`config.mk`:
```
export PLATFORM = sky130hd
export DESIGN_NAME = standby_wake_ctrl
export DESIGN_NICKNAME = d
export VERILOG_FILES = /design/src/rtl/wkup_pkg.sv /design/src/rtl/wk_sync.sv /design/src/rtl/wk_edge.sv /design/src/rtl/wk_fsm.sv /design/src/rtl/standby_wake_ctrl.sv
export SDC_FILE = /design/constraint.sdc
export NUM_CORES = 1
export LEC_CHECK = 0
export ABC_AREA = 1
export BUFFER_PORTS_ARGS = -buffer_cell sky130_fd_sc_hd__buf_4
export CAP_MARGIN = 20
export CORE_MARGIN = 2
export CORE_UTILIZATION = 45
export CTS_BUF_LIST = sky130_fd_sc_hd__clkbuf_8
export CTS_CLUSTER_SIZE = 12
export DETAILED_ROUTE_END_ITERATION = 7
export PLACE_DENSITY = 0.71
export SYNTH_ARGS = -nofsm -noshare
export SYNTH_HDL_FRONTEND = slang
export SYNTH_SLANG_ARGS = --single-unit
```
`constraint.sdc`:
```
create_clock -name clk -period 1.2 [get_ports clk]
set_input_delay 0.18 -clock clk [delete_from_list [all_inputs] [get_ports clk]]
set_output_delay 0.18 -clock clk [all_outputs]
set_load 0.01 [all_outputs]
```
`src/rtl/wkup_pkg.sv`:
```
package wkup_pkg;
    // Power-mode state of the controller
    typedef enum logic [0:0] {
        PM_RUN     = 1'b0,
        PM_STANDBY = 1'b1
    } pm_state_e;

    // Registered wake output pair
    typedef struct packed {
        logic req;
        logic por;
    } wake_evt_t;

    localparam int unsigned SYNC_MIN = 2;

    function automatic wake_evt_t wake_none();
        wake_evt_t w;
        w.req = 1'b0;
        w.por = 1'b0;
        return w;
    endfunction

    function automatic wake_evt_t wake_make(input logic por);
        wake_evt_t w;
        w.req = 1'b1;
        w.por = por;
        return w;
    endfunction
endpackage

```
`src/rtl/wk_sync.sv`:
```
module wk_sync #(
    parameter int unsigned STAGES = 2
) (
    input  logic clk,
    input  logic rst,
    input  logic d,
    output logic q
);
    localparam int unsigned NS = (STAGES < wkup_pkg::SYNC_MIN) ? wkup_pkg::SYNC_MIN : STAGES;

    logic [NS-1:0] sh;

    always_ff @(posedge clk) begin
        if (rst) sh <= '0;
        else     sh <= {sh[NS-2:0], d};
    end

    assign q = sh[NS-1];
endmodule

```
`src/rtl/wk_edge.sv`:
```
module wk_edge (
    input  logic clk,
    input  logic rst,
    input  logic lvl,
    input  logic en,
    input  logic clr,
    output logic edge_o,
    output logic pend_o
);
    logic prev_q;
    logic en_q;
    logic pend_q;

    // An edge needs the enable high now and in the previous cycle, so a
    // line already high at re-enable is treated as a level, not an edge.
    assign edge_o = en & en_q & lvl & ~prev_q;

    always_ff @(posedge clk) begin
        if (rst) begin
            prev_q <= 1'b0;
            en_q   <= 1'b0;
            pend_q <= 1'b0;
        end else begin
            prev_q <= lvl;
            en_q   <= en;
            if (edge_o)   pend_q <= 1'b1;
            else if (clr) pend_q <= 1'b0;
        end
    end

    assign pend_o = pend_q;

    // a pending bit holds until a clear
    a_r6_pend_sticky: assert property (@(posedge clk) disable iff (rst)
        (pend_o && !clr) |=> pend_o);
    // an edge wins over a clear in the same cycle
    a_r7_edge_wins: assert property (@(posedge clk) disable iff (rst)
        edge_o |=> pend_o);
    // a clear without an edge empties the bit
    a_r7_clear_empties: assert property (@(posedge clk) disable iff (rst)
        (clr && !edge_o) |=> !pend_o);
    // a bit can only rise on an enabled line
    a_r4_needs_enable: assert property (@(posedge clk) disable iff (rst)
        $rose(pend_o) |-> $past(en));
endmodule

```
`src/rtl/wk_fsm.sv`:
```
module wk_fsm (
    input  logic clk,
    input  logic rst,
    input  logic standby_req,
    input  logic pend_any,
    input  logic edge_any,
    input  logic lvl_any,
    output logic wake_req,
    output logic wake_por,
    output logic in_standby
);
    import wkup_pkg::*;

    pm_state_e state_q, state_d;
    wake_evt_t wake_q, wake_d;

    always_comb begin
        state_d = state_q;
        wake_d  = wake_none();
        unique case (state_q)
            PM_RUN: begin
                if (standby_req) begin
                    if (pend_any || edge_any) wake_d  = wake_make(1'b0);
                    else if (lvl_any)         wake_d  = wake_make(1'b1);
                    else                      state_d = PM_STANDBY;
                end
            end
            PM_STANDBY: begin
                if (edge_any) begin
                    wake_d  = wake_make(1'b0);
                    state_d = PM_RUN;
                end
            end
            default: state_d = PM_RUN;
        endcase
    end

    always_ff @(posedge clk) begin
        if (rst) begin
            state_q <= PM_RUN;
            wake_q  <= wake_none();
        end else begin
            state_q <= state_d;
            wake_q  <= wake_d;
        end
    end

    assign wake_req   = wake_q.req;
    assign wake_por   = wake_q.por;
    assign in_standby = (state_q == PM_STANDBY);

    // the power-reset marker is only a qualifier of a wake pulse
    a_r9_por_with_wake: assert property (@(posedge clk) disable iff (rst)
        wake_por |-> wake_req);
    // standby never entered while the flag is set
    a_r8_no_entry_flagged: assert property (@(posedge clk) disable iff (rst)
        $rose(in_standby) |-> !$past(pend_any));
    // an edge seen in standby always wakes
    a_r10_edge_wakes: assert property (@(posedge clk) disable iff (rst)
        (in_standby && edge_any) |=> (wake_req && !in_standby));
    // a flagged request gives a wake without standby
    a_r8_flag_wake: assert property (@(posedge clk) disable iff (rst)
        (!in_standby && standby_req && pend_any) |=> (wake_req && !wake_por && !in_standby));
endmodule

```
`src/rtl/standby_wake_ctrl.sv`:
```
module standby_wake_ctrl #(
    parameter int unsigned N_SRC       = 4,
    parameter int unsigned SYNC_STAGES = 2
) (
    input  logic             clk,
    input  logic             rst,
    input  logic [N_SRC-1:0] src_in,
    input  logic [N_SRC-1:0] src_en,
    input  logic             flag_clr,
    input  logic             standby_req,
    output logic [N_SRC-1:0] pending,
    output logic             flag,
    output logic             wake_req,
    output logic             wake_por,
    output logic             in_standby
);
    logic [N_SRC-1:0] lvl_s;
    logic [N_SRC-1:0] edge_v;
    logic [N_SRC-1:0] pend_v;

    for (genvar i = 0; i < N_SRC; i++) begin : g_src
        wk_sync #(.STAGES(SYNC_STAGES)) u_sync (
            .clk (clk),
            .rst (rst),
            .d   (src_in[i]),
            .q   (lvl_s[i])
        );
        wk_edge u_edge (
            .clk    (clk),
            .rst    (rst),
            .lvl    (lvl_s[i]),
            .en     (src_en[i]),
            .clr    (flag_clr),
            .edge_o (edge_v[i]),
            .pend_o (pend_v[i])
        );
    end

    wk_fsm u_fsm (
        .clk         (clk),
        .rst         (rst),
        .standby_req (standby_req),
        .pend_any    (|pend_v),
        .edge_any    (|edge_v),
        .lvl_any     (|(lvl_s & src_en)),
        .wake_req    (wake_req),
        .wake_por    (wake_por),
        .in_standby  (in_standby)
    );

    assign pending = pend_v;
    assign flag    = |pend_v;

    // flag tracks the pending bits
    a_r6_flag_matches: assert property (@(posedge clk) disable iff (rst)
        flag == (pending != '0));
endmodule

```
==> metrics <==
Max Clock Skew 0.00191 ns; first-pass GRT wire length 2100 µm; sequential fraction of the synthesis area 53.9%; GPL Wtd Cong 0.793; unique cell type count in the Yosys netlist 15; CTS Hold Buffers Added 0; min cycle time layout 1.32 ns; CTS clk-pin slew, worst paths 0.08 ns; First-pass DRT Iterations 4; final worst-path cycle share 110%; layout cells sized above 1 27.1%; vias 661; Tot Pwr 1.41 mW; Buffers on Ports 19; clk root buf clkbuf_8; Final #Nets 142; DRC Markers 0; chip width 47.6 µm; largest net degree at the start of global routing 24; vias in the first global route 545; Cells after Synth 109; CP delay by family, top simple AND/OR/NAND/NOR gates; DR vias/cell 4.29; Flop pwr share 57.0%; Synth Net Count 121; Max-slew headroom 85.1%; initial core utilization 48.4%; worst reg-to-reg setup slack 0.07 ns; final worst slack -0.118 ns; Core Rows 15; Least-Margin Pin Slew 0.223 ns; critical path's slowest cell dfxtp_2; post-DP HPWL 953 µm; CTS tree built; violated checks setup timing; critical-path maximum fanout 2; crit-path cells or2_4 -> nor3_4 -> inv_1 -> buf_6; total die area 2260 µm²; post-synthesis register bit count 23; Req. time, crit path 1.02 ns; H-tree Lvls 1; Setup TNS -0.118 ns; Final Hold Vio Count 0; Power Density 1320 nW/µm²; n_diodes 0; Sw Share 22.7%; Peak VDD IR 819 µV; clock sink total 23; switching power 0.321 mW; Peak Freq 759 MHz; area of the core 1760 µm²; RSZ-0062 raised after global routing true; hold_sp src_in[0]; Clock power frac 34.2%; final wirelength 1270 µm; Routed Antenna Nets 0; DR iter-0 viols 6; Logic pwr share 8.7%; internal power 1.09 mW; CP Capture Type output port; Ports 20; grt total ovfl 0; GR Util All Layers 14.1%; CTS Buf Count 3; Synthesis Warnings 0; clk_lat worst skew 0.26 ns; Die Ht 47.6 µm; Final Core Density 60.6%; Synth-to-Final Area Change 25.0%; WP buf/inv 2; WS Path Type register to output port; fin. max-slew vios 0; Routed WL per cell 8.26 µm; status complete, but fails checks; startpoint types register; Syn Std Cell Area 855 µm²; final setup fails 1; Setup crit start g_src[2].u_edge.pend_o$_SDFFE_PP0P_; CTS max path bufs 2; Critical Path AT 1.14 ns; leakage power 0.567 nW; HP Class input port to register; Max Cap Viol 0; initial antenna violation count 0; Avg Inst Size Synth 7.84 µm²; crit-path max cell delay 0.33 ns; Worst R2R Start g_src[2].u_edge.pend_o$_SDFFE_PP0P_
## layout make-up
class                      count  area, µm²
sequential                    23        463
tap                           25       31.3
timing repair buffer          22        169
multi-input combinational     52        251
clock buffer                   3       41.3
inverter                      28        105
clock inverter                 1       7.51
fill                         181        696
## cells by family (layout without fill, tap and decap cells)
kind of cell | after synthesis | count (layout) | synth area share (%)
compound gates | 7 | 7 | 4.10
simple gates | 45 | 45 | 25.3
flops | 23 | 23 | 53.9
buf+inv | 34 | 54 | 16.7
## state kept, by name (all words and copies together) (netlist names)
register             cells
g_src.u_sync.sh          8
g_src.u_edge.en_q        4
g_src.u_edge.pend_o      4
g_src.u_edge.prev_q      4
u_fsm.in_standby         1
u_fsm.wake_por           1
u_fsm.wake_req           1
## power by group through the flow
stage	clock network, mW	logic (mW)	registers, mW
finish	0.483	0.123	0.804
global route	0.538	0.141	0.808
CTS	0.499	0.125	0.804
detailed placement	0	0.122	0.822
global placement	0	0.118	0.821
floorplan	0	0.0667	0.823
## routing by layer
metal  share of wire, %  wire length [µm]  track usage (%)  vias up
li1                   -                 -                -      352
met1                 41               527             16.2      288
met2                 50               639             23.0       19
met3                6.8                87             4.53        2
met4                1.3                17             8.11        0
met5                  0                 0                0        -
## synthesized netlist by cell type
master	instances	area (µm²)
nand2_1	18	67.6
dfxtp_1	23	460
a21oi_1	6	30.0
clkbuf_1	2	7.51
buf_4	4	30.0
nor2_1	19	71.3
nor4_2	1	12.5
o21ai_1	1	5.00
inv_1	26	97.6
nor3_4	2	32.5
nand3_1	1	5.00
inv_2	2	7.51
nor2_2	1	6.26
nand4_1	2	12.5
or2_4	1	8.76
## worst paths after layout
| check | endpoint | depth (start not counted) |
|---|---|---|
| max | flag | 4 |
| min | g_src[0].u_sync.sh[0]$_SDFF_PP0_ | 3 |
| max reg2reg | u_fsm.wake_req$_SDFF_PP0_ | 6 |
| min reg2reg | g_src[1].u_sync.sh[1]$_SDFF_PP0_ | 2 |
## layout by cell type (no fill, tap or decap)
master       n
or2_4        1
nor2_1      19
nor2_2       1
dfxtp_1     21
buf_4       21
inv_2        2
o21ai_1      1
nand4_1      2
dfxtp_2      2
nor4_2       1
buf_6        1
inv_1       26
nand3_1      1
a21oi_1      6
clkbuf_8     3
clkinvlp_4   1
nand2_1     18
nor3_4       2
## metrics by stage
step | cells | setup slack [ns] | hold WS (ns) | cell area, µm²
after floorplan | 109 | 0.188 | 0.249 | 855
after global placement | 147 | 0.127 | 0.378 | 991
after detailed placement | 147 | 0.107 | 0.393 | 991
after CTS | 154 | -0.172 | 0.112 | 1070
after global routing | 154 | -0.173 | 0.117 | 1070
final | 154 | -0.118 | 0.113 | 1070
## timing repair
item	4_1_cts	5_1_grt
setup buffers	3	0
pin swaps	2	2
resized for setup	3	0
setup endpoints to repair	1	4
## worst reg2reg max path: cells and delay by family (launching register included)
family                 cells  cell delay [ns]
and+or+nand+nor            4             0.51
DFF                        1             0.33
buffers and inverters      1             0.14
AOI/OAI and AO/OA          1             0.05
Power figures use the tool's default switching activity.
